--- src/rtl/dmaIrqPkg.sv ---
package dmaIrqPkg;
  typedef struct packed {
    logic irqLoad;
    logic trigFire;
    logic doneHit;
  } ctlStrobes_t;
endpackage

--- src/rtl/dmaIrqArbiter.sv ---
module dmaIrqArbiter #(
  parameter int NUM_CH = 4,
  parameter int LVL_W  = 3,
  parameter int IDX_W  = 2
) (
  input  logic [NUM_CH-1:0]       req,
  input  logic [NUM_CH*LVL_W-1:0] levels,
  output logic                    found,
  output logic [IDX_W-1:0]        winIdx,
  output logic [LVL_W-1:0]        winLvl
);
  always_comb begin
    found  = 1'b0;
    winIdx = '0;
    winLvl = '0;
    for (int i = 0; i < NUM_CH; i++) begin
      if (req[i] && (!found || levels[i*LVL_W +: LVL_W] > winLvl)) begin
        found  = 1'b1;
        winIdx = IDX_W'(i);
        winLvl = levels[i*LVL_W +: LVL_W];
      end
    end
  end
endmodule

--- src/rtl/dmaIrqDatapath.sv ---
module dmaIrqDatapath
  import dmaIrqPkg::*;
#(
  parameter int NUM_CH        = 4,
  parameter int LVL_W         = 3,
  parameter int ADDR_W        = 24,
  parameter int NUM_IDMA      = 2,
  parameter int CHN_W         = 3,
  parameter int IDMA_CH_FIRST = 5,
  parameter int VEC_OFFSET    = 'h58,
  parameter int VEC_STRIDE    = 4,
  parameter logic [ADDR_W-1:0] BASE_RESET = 24'hC00000
) (
  input  logic                    clk,
  input  logic                    rstN,
  input  logic [NUM_CH-1:0]       tcEvent,
  input  logic [NUM_CH-1:0]       causeClr,
  input  logic [NUM_CH-1:0]       irqEnable,
  input  logic [NUM_CH*LVL_W-1:0] irqLevel,
  input  logic [NUM_IDMA-1:0]     idmaReqCfg,
  input  logic [NUM_IDMA-1:0]     idmaEnCfg,
  input  logic [NUM_IDMA-1:0]     idmaIrqOn,
  input  logic                    baseWrEn,
  input  logic [ADDR_W-1:0]       baseWrData,
  input  logic                    cpuIe,
  input  logic [LVL_W-1:0]        cpuLevel,
  input  ctlStrobes_t             strobes,
  output logic                    winnerOk,
  output logic                    trigPendAny,
  output logic [ADDR_W-1:0]       irqVector,
  output logic [CHN_W-1:0]        idmaChan
);
  localparam int IDX_W = (NUM_CH > 1) ? $clog2(NUM_CH) : 1;
  localparam int IIW   = (NUM_IDMA > 1) ? $clog2(NUM_IDMA) : 1;

  logic [NUM_CH-1:0]   cause;
  logic [NUM_CH-1:0]   held;
  logic [NUM_IDMA-1:0] trigPend;
  logic [IIW-1:0]      trigSel;
  logic [IIW-1:0]      outCh;
  logic [ADDR_W-1:0]   tableBase;
  logic                found;
  logic [IDX_W-1:0]    winIdx;
  logic [LVL_W-1:0]    winLvl;

  // Sticky cause flags: a new event beats a simultaneous clear.
  always_ff @(posedge clk or negedge rstN) begin
    if (!rstN) cause <= '0;
    else       cause <= tcEvent | (cause & ~causeClr);
  end

  always_comb begin
    trigSel = '0;
    for (int k = NUM_IDMA - 1; k >= 0; k--) begin
      if (trigPend[k]) trigSel = IIW'(k);
    end
  end

  assign trigPendAny = |trigPend;

  for (genvar i = 0; i < NUM_CH; i++) begin : gChan
    if (i < NUM_IDMA) begin : gRouted
      logic routed;
      logic heldQ;
      logic pendQ;
      assign routed = idmaReqCfg[i] & idmaEnCfg[i];
      always_ff @(posedge clk or negedge rstN) begin
        if (!rstN) begin
          heldQ <= 1'b0;
          pendQ <= 1'b0;
        end else if (tcEvent[i] && routed) begin
          heldQ <= 1'b1;
          pendQ <= 1'b1;
        end else begin
          if (causeClr[i] || (strobes.doneHit && outCh == IIW'(i) && idmaIrqOn[i]))
            heldQ <= 1'b0;
          if (strobes.trigFire && trigSel == IIW'(i))
            pendQ <= 1'b0;
        end
      end
      assign held[i]     = heldQ;
      assign trigPend[i] = pendQ;
    end else begin : gPlain
      assign held[i] = 1'b0;
    end
  end

  dmaIrqArbiter #(.NUM_CH(NUM_CH), .LVL_W(LVL_W), .IDX_W(IDX_W)) i_arb (
    .req    (cause & irqEnable & ~held),
    .levels (irqLevel),
    .found  (found),
    .winIdx (winIdx),
    .winLvl (winLvl)
  );

  assign winnerOk = found && cpuIe && (cpuLevel < winLvl);

  always_ff @(posedge clk or negedge rstN) begin
    if (!rstN) begin
      tableBase <= BASE_RESET;
      irqVector <= '0;
      idmaChan  <= '0;
      outCh     <= '0;
    end else begin
      if (baseWrEn) tableBase <= baseWrData;
      if (strobes.irqLoad)
        irqVector <= tableBase + ADDR_W'(VEC_OFFSET) + ADDR_W'(VEC_STRIDE) * ADDR_W'(winIdx);
      if (strobes.trigFire) begin
        idmaChan <= CHN_W'(IDMA_CH_FIRST) + CHN_W'(trigSel);
        outCh    <= trigSel;
      end
    end
  end
endmodule

--- src/rtl/dmaIrqControl.sv ---
module dmaIrqControl
  import dmaIrqPkg::*;
(
  input  logic        clk,
  input  logic        rstN,
  input  logic        winnerOk,
  input  logic        irqAck,
  input  logic        trigPendAny,
  input  logic        idmaBusy,
  input  logic        idmaDone,
  output ctlStrobes_t strobes,
  output logic        irqReq,
  output logic        idmaTrig
);
  logic outValid;

  assign strobes.irqLoad  = !irqReq && winnerOk;
  assign strobes.trigFire = !outValid && !idmaBusy && trigPendAny;
  assign strobes.doneHit  = outValid && idmaDone;

  always_ff @(posedge clk or negedge rstN) begin
    if (!rstN) begin
      irqReq   <= 1'b0;
      outValid <= 1'b0;
      idmaTrig <= 1'b0;
    end else begin
      if (strobes.irqLoad)      irqReq <= 1'b1;
      else if (irqReq && irqAck) irqReq <= 1'b0;
      if (strobes.trigFire)     outValid <= 1'b1;
      else if (strobes.doneHit) outValid <= 1'b0;
      idmaTrig <= strobes.trigFire;
    end
  end
endmodule

--- src/rtl/dmaIrqRouter.sv ---
module dmaIrqRouter
  import dmaIrqPkg::*;
#(
  parameter int NUM_CH        = 4,
  parameter int LVL_W         = 3,
  parameter int ADDR_W        = 24,
  parameter int NUM_IDMA      = 2,
  parameter int CHN_W         = 3,
  parameter int IDMA_CH_FIRST = 5,
  parameter int VEC_OFFSET    = 'h58,
  parameter int VEC_STRIDE    = 4,
  parameter logic [ADDR_W-1:0] BASE_RESET = 24'hC00000
) (
  input  logic                    clk,
  input  logic                    rstN,
  input  logic [NUM_CH-1:0]       tcEvent,
  input  logic [NUM_CH-1:0]       causeClr,
  input  logic [NUM_CH-1:0]       irqEnable,
  input  logic [NUM_CH*LVL_W-1:0] irqLevel,
  input  logic [NUM_IDMA-1:0]     idmaReqCfg,
  input  logic [NUM_IDMA-1:0]     idmaEnCfg,
  input  logic [NUM_IDMA-1:0]     idmaIrqOn,
  input  logic                    baseWrEn,
  input  logic [ADDR_W-1:0]       baseWrData,
  input  logic                    cpuIe,
  input  logic [LVL_W-1:0]        cpuLevel,
  input  logic                    irqAck,
  output logic                    irqReq,
  output logic [ADDR_W-1:0]       irqVector,
  input  logic                    idmaBusy,
  input  logic                    idmaDone,
  output logic                    idmaTrig,
  output logic [CHN_W-1:0]        idmaChan
);
  ctlStrobes_t strobes;
  logic        winnerOk;
  logic        trigPendAny;

  dmaIrqDatapath #(
    .NUM_CH(NUM_CH), .LVL_W(LVL_W), .ADDR_W(ADDR_W), .NUM_IDMA(NUM_IDMA),
    .CHN_W(CHN_W), .IDMA_CH_FIRST(IDMA_CH_FIRST), .VEC_OFFSET(VEC_OFFSET),
    .VEC_STRIDE(VEC_STRIDE), .BASE_RESET(BASE_RESET)
  ) i_dp (
    .clk(clk), .rstN(rstN), .tcEvent(tcEvent), .causeClr(causeClr),
    .irqEnable(irqEnable), .irqLevel(irqLevel), .idmaReqCfg(idmaReqCfg),
    .idmaEnCfg(idmaEnCfg), .idmaIrqOn(idmaIrqOn), .baseWrEn(baseWrEn),
    .baseWrData(baseWrData), .cpuIe(cpuIe), .cpuLevel(cpuLevel),
    .strobes(strobes), .winnerOk(winnerOk), .trigPendAny(trigPendAny),
    .irqVector(irqVector), .idmaChan(idmaChan)
  );

  dmaIrqControl i_ctl (
    .clk(clk), .rstN(rstN), .winnerOk(winnerOk), .irqAck(irqAck),
    .trigPendAny(trigPendAny), .idmaBusy(idmaBusy), .idmaDone(idmaDone),
    .strobes(strobes), .irqReq(irqReq), .idmaTrig(idmaTrig)
  );
endmodule

--- config.mk ---
export PLATFORM = sky130hd
export DESIGN_NAME = dmaIrqRouter
export DESIGN_NICKNAME = d
export VERILOG_FILES = /design/src/rtl/dmaIrqPkg.sv /design/src/rtl/dmaIrqArbiter.sv /design/src/rtl/dmaIrqDatapath.sv /design/src/rtl/dmaIrqControl.sv /design/src/rtl/dmaIrqRouter.sv
export SDC_FILE = /design/constraint.sdc
export NUM_CORES = 1
export LEC_CHECK = 0
export ABC_AREA = 1
export BUFFER_PORTS_ARGS = -buffer_cell sky130_fd_sc_hd__buf_4
export CAP_MARGIN = 20
export CORE_AREA = 5 5 86 88
export DETAILED_ROUTE_END_ITERATION = 6
export DIE_AREA = 0 0 91 93
export GPL_TIMING_DRIVEN = 0
export PLACE_DENSITY = 0.93
export RECOVER_POWER = 100
export SLEW_MARGIN = 30
export SYNTH_ARGS = -nofsm -noshare
export SYNTH_HDL_FRONTEND = slang
export SYNTH_HIERARCHICAL = 1
export SYNTH_SLANG_ARGS = --single-unit
--- constraint.sdc ---
create_clock -name clk -period 10.6 [get_ports clk]
set_input_delay 2.12 -clock clk [delete_from_list [all_inputs] [get_ports clk]]
set_output_delay 2.12 -clock clk [all_outputs]
set_load 0.01 [all_outputs]
# ---- Yosys cells after proc, flatten, opt, wreduce, memory -nomap -nowiden
# Index checks and enable logic that the tools add are counted.
dict set report totals {
  ff_bits 63
  input_bits 64
  wordCells 90
}
dict set report classes {
  add_sub_neg 3
  magnitude_cmp 4
  muxes 25
  bitwise_logic 10
  reduce_logical 36
}
# op count
set ops {}
lappend ops {{$add A24 B4 Y24} 1}
lappend ops {{$add A24 B7 Y24 const B} 1}
lappend ops {{$mux W1} 19}
lappend ops {{$logic_and A1 B1 Y1} 18}
lappend ops {{$and A4 B4 Y4} 3}
lappend ops {{$mux W3} 4}
lappend ops {{$reduce_bool A2 Y1} 6}
lappend ops {{$gt A3 B3 Y1} 3}
lappend ops {{$logic_not A1 Y1} 6}
lappend ops {{$logic_or A1 B1 Y1} 5}
lappend ops {{$mux W2} 2}
lappend ops {{$not A2 Y4} 1}
lappend ops {{$not A4 Y4} 1}
lappend ops {{$or A4 B4 Y4} 1}
lappend ops {{$add A3 B1 Y3 const A} 1}
lappend ops {{$lt A3 B3 Y1} 1}
lappend ops {{$and A1 B1 Y1} 2}
lappend ops {{$not A1 Y1} 2}
lappend ops {{$reduce_or A2 Y1} 1}

# ---- Depth between registers and ports, before layout
dict set report logic_depth {
  depth_word 19
  ltp_mapped 44
  mapped_depth_nobuf 44
}

# ---- Hierarchy
# The synthesis kept the hierarchy.
# mod instances cells_each area_per_inst_um2
set modules_own_cells {}
lappend modules_own_cells {dmaIrqDatapath 1 363 2955.3}
lappend modules_own_cells {dmaIrqArbiter 1 77 431.7}
lappend modules_own_cells {dmaIrqControl 1 15 121.4}

# ---- Worst setup path after synthesis
# Ideal clock, no wire load.
dict set report synth_timing {
  path_type {in2reg}
  from {input irqEnable[0]}
  to {register i_dp.irqVector[11]}
  setup_time_ns 0.083
  arrival_time_ns 6.435
  path_slack_ns 4.082
  path_stages 39
  n_path_buf 0
  cell_sequence {nand2_1 nor2_1 nand2_1 ha_1 a21oi_1 nand2_1 nand2_1 nand2_2 nand2_2 nand2_1 nand2_1 inv_1 ha_1 a21oi_1 o21ai_1 nand2_1 nand2_2 nand2_4 [... 3 more ...] ha_1 nand2_1 o21ai_0 nand2_1 o21ai_2 nand2_2 nand2_1 inv_1 ha_1 inv_1 ha_1 fa_1 nand3_1 nand2_2 nand2_1 nand2_2 xor2_1 o21ai_0}
}
# element line_no
set synth_lines {}
lappend synth_lines {{from (decl)} dmaIrqRouter.sv:18} ;# input logic [NUM_CH-1:0] irqEnable,
lappend synth_lines {{$and A4 B4 Y4 * (2 in series)} dmaIrqDatapath.sv:89} ;# .req (cause & irqEnable & ~held),
lappend synth_lines {{$mux W3 or $mux W1 (tied branches)} dmaIrqArbiter.sv:17} ;# if (req[i] && (!found || levels[i*LVL_W +: LVL_W] > winLvl)) begin
lappend synth_lines {{$gt A3 B3 Y1 or $logic_not A1 Y1 (tied branches)} dmaIrqArbiter.sv:17}
lappend synth_lines {{$logic_or A1 B1 Y1} dmaIrqArbiter.sv:17}
lappend synth_lines {{$logic_and A1 B1 Y1} dmaIrqArbiter.sv:17}
lappend synth_lines {{$mux W3 or $mux W1 (tied branches)} dmaIrqArbiter.sv:17}
lappend synth_lines {{$gt A3 B3 Y1 or $logic_not A1 Y1 (tied branches)} dmaIrqArbiter.sv:17}
lappend synth_lines {{$logic_or A1 B1 Y1} dmaIrqArbiter.sv:17}
lappend synth_lines {{$logic_and A1 B1 Y1} dmaIrqArbiter.sv:17}
lappend synth_lines {{$mux W3 or $mux W1 (tied branches)} dmaIrqArbiter.sv:17}
lappend synth_lines {{$gt A3 B3 Y1 or $logic_not A1 Y1 (tied branches)} dmaIrqArbiter.sv:17}
lappend synth_lines {{$logic_or A1 B1 Y1} dmaIrqArbiter.sv:17}
lappend synth_lines {{$logic_and A1 B1 Y1} dmaIrqArbiter.sv:17}
lappend synth_lines {{$mux W2 *} dmaIrqArbiter.sv:17}
lappend synth_lines {{named net i_dp.winIdx[1]} dmaIrqDatapath.sv:43} ;# logic [IDX_W-1:0] winIdx;
lappend synth_lines {{$add A24 B4 Y24 *} dmaIrqDatapath.sv:107} ;# irqVector <= tableBase + ADDR_W'(VEC_OFFSET) + ADDR_W'(VEC_STRIDE) * ADDR_W'(winIdx);
lappend synth_lines {{to (signal assigned)} dmaIrqDatapath.sv:107}
lappend synth_lines {{to (decl)} dmaIrqDatapath.sv:30} ;# output logic [ADDR_W-1:0] irqVector,
# The timed path passes the listed nets; every way through them passes the cells marked *.
# A chain may end at the register's enable or synchronous reset.

==> metrics <==
CTS Buffer Depth=2; crit end category=register; Critical Path Source=irqEnable[0]; worst hold margin=around 0.48 ns; largest cells by area after synthesis=dfrtp_1 43%, nand2_1 15%, inv_1 6.6%; WP data arrival=approximately 8 ns; crit path kind=in2reg; largest delay contributor family on the critical path=simple AND/OR/NAND/NOR gates; area of the core=~0.0066 mm^2; drt initial violations=222; Worst-Skew Late Latency=~0.34 ns; cell depth of the worst setup path=43; Worst Path Buf+Inv=9; type of origin of the critical path=primary input; Crit path largest cell delay=roughly 0.37 ns; Critical Path RT=between 10 and 15 ns; outcome=finished, violations left; Die Area=0.00846 mm^2; Resized Gates After CTS=0; IO Port Bufs=around 90; violated checks=max-capacitance violations, max-slew violations; largest net degree at the start of global routing=between 60 and 70; Gate Count Post-Synth=around 460; Final Cell Area=0.00441 mm^2; Seq/Total Area, Yosys=roughly 44%; DRC=0; top-count cell post-synth=nand2_1; DR WL/cell=between 10 and 15 um; crit share post-route=between 70 and 80%; Filler Cell Count=523; Area Overhead vs Synth=25.7%; relative slew slack=-118%; worst r2r dst=i_dp/irqVector[11]$_DFFE_PN0P_; Post-synth EDFFs=0; worst r2r path cells=42; post-synthesis async set-or-reset flop share=100%; Slowest cell on crit path=clkbuf_1; Comb pwr share=between 20% and 30%; dpl cell area=around 0.0043 mm^2; CTS HTree Levels=3; fin crit period=roughly 7.7 ns; Top Ports=just over 90; global-route wire length before repair=approximately 15000 um; post-synth net total=538; vias in the first global route=around 3500; synth unique cells=36; YS warnings=6; layout cells sized above 1=~18%; max-cap viol count=1; PwrDens=approximately 200 mW/mm^2; initial antenna violation count=0; postcts setup bufs=0; Reg2Reg Setup Slack=between 4 and 5 ns; final hold vios=0; Pins Over Slew Limit=63; # clock sinks=62; Die W=a little over 90 um; Worst R2R Start=i_dp/cause[0]$_DFF_PN0_; drt total wl=a little over 9000 um; Num CTS Buffers=9; sequential power share=39.7%; vias per cell=about 5.3; RSZ-0062 raised after global routing=false; Crit path top cell by count=nand2_1; cell taking the most area after synthesis=dfrtp_1; Global Route Usage Sum=22.5%; Hold WC Path Type=reg2reg; FP Rows=30; top cells by count, synth=143 x nand2_1, 62 x inv_1, 60 x dfrtp_1; Via Count=3432; Mapped Area=~0.0035 mm^2; DP Wirelength=just over 7000 um; CTS clk-pin slew, worst paths=0.07 ns; grt ovf=0; Setup violations, final=0; area fraction of the dominant cell type after synthesis=42.8%; cts hold-fix bufs=0; maximum clock rate=approximately 130 MHz; initial core utilization=a little over half; average cell area after synthesis=7.71 um^2; Critical Path End=i_dp/irqVector[11]$_DFFE_PN0P_; clk root buf=clkbuf_8; post-route ant nets=0; DR pass1 iterations=7; switching share of total power=around 33%; Die H=roughly 93 um; CTS tree=done; final setup TNS=0 ns; CP Max Fanout=10; number of synthesized register bits=62; LEAKAGE=around 2.3 nW; clock share of power=a little under a third; Int Pwr=575 uW; n_diodes=0; peak supply drop=between 100 and 150 uV; Least-Margin Pin Slew=about 3.3 ns; switching pwr=roughly 290 uW; routability cong.=0.866; prevailing post-synth register cell=dfrtp_1; Power, Total=~860 uW; Nets=640; skew final=0.0153 ns
per-layer routing:
metal | part of all wire (%) | track usage (%)
met2 | 51 | 39.2
met3 | 8.9 | 6.19
met4 | 4.4 | 12.1
met1 | 36 | 24.8
met5 | 0 | 0
worst reg2reg max path, delay by kind of cell, from the launching register on:
kind                       cells  cell delay, ns
DFF                            1            0.36
buffers and inverters          8            1.39
AOI/OAI and AO/OA              8            0.98
and+or+nand+nor               22            2.16
adders and majority gates      4            1.18
area by class of cell:
class	count	area, um^2	area share, %
tap	80	100	2.27
sequential	62	1550	35.2
clock buffer	13	169	3.83
buffer	11	52.6	1.19
timing repair buffer	91	574	13.0
multi-input combinational	317	1630	36.9
clock inverter	3	90.1	2.04
inverter	65	245	5.56
how the worst min path moves through the flow:
stage | slack, ns | cells after the start | to | startpoint
floorplan | 0.46 | 1 | i_dp/idmaChan[1]$_DFFE_PN0P_ | i_dp/gChan[0].gRouted.pendQ$_DFFE_PN0P_
global placement | 0.45 | 1 | i_dp/idmaChan[2]$_DFFE_PN0P_ | i_dp/idmaChan[2]$_DFFE_PN0P_
detailed placement | 0.46 | 1 | i_dp/idmaChan[2]$_DFFE_PN0P_ | i_dp/idmaChan[2]$_DFFE_PN0P_
CTS | 0.48 | 1 | i_dp/idmaChan[2]$_DFFE_PN0P_ | i_dp/idmaChan[2]$_DFFE_PN0P_
global route | 0.50 | 2 | i_dp/irqVector[22]$_DFFE_PN0P_ | i_dp/irqVector[22]$_DFFE_PN0P_
finish | 0.48 | 2 | i_dp/irqVector[22]$_DFFE_PN0P_ | i_dp/irqVector[22]$_DFFE_PN0P_
layout by cell type, fill, tap and decap left out, drive strengths merged:
master	instances
nand2	155
inv	63
dfrtp	60
clkbuf	59
buf	56
o21ai	45
nand3	41
nor2	21
ha	18
a21oi	7
nand4	7
xor2	5
o21bai	4
mux2	4
bufinv	3
nor3	3
dfstp	2
or2	2
o211ai	1
o22ai	1
fa	1
clkinvlp	1
and2	1
clkinv	1
or3	1
per-stage QoR:
stage               cells  setup slack, ns  utilization [%]
floorplan             455             4.08                -
global placement      626             3.62             65.3
detailed placement    626             3.35             65.3
CTS                   642             3.64             69.3
global route          642             2.19             67.1
finish                642             2.89             67.1
cell families (layout without fill, tap and decap cells):
kind of cell             Yosys count  count (layout)  synth area share [%]
multiplexers                       4               4                  1.28
flip-flops                        62              62                  44.3
buffers and inverters             76             183                  8.84
AO/OA/AOI/OAI                     58              58                  8.77
adder cells (fa/ha/maj)           19              19                  6.99
AND/OR/NAND/NOR                  231             231                  28.6
XOR/XNOR                           5               5                  1.25
power by group through the flow:
stage / sequential, mW / combinational [mW] / clock, mW
after floorplan: 0.364 / 0.131 / 0
after global placement: 0.344 / 0.283 / 0
after detailed placement: 0.347 / 0.297 / 0
after CTS: 0.344 / 0.299 / 0.271
after global routing: 0.351 / 0.284 / 0.281
final: 0.343 / 0.253 / 0.267
registers in the layout, summed over array words and instances, names as in the netlist:
register,cells
i_dp/cause,4
i_dp/tableBase,24
i_dp/irqVector,24
i_ctl/idmaTrig,1
i_dp/gChan.gRouted.pendQ,2
i_dp/gChan.gRouted.heldQ,2
i_ctl/outValid,1
i_dp/idmaChan,3
i_ctl/irqReq,1
Power figures use the tool's default switching activity.
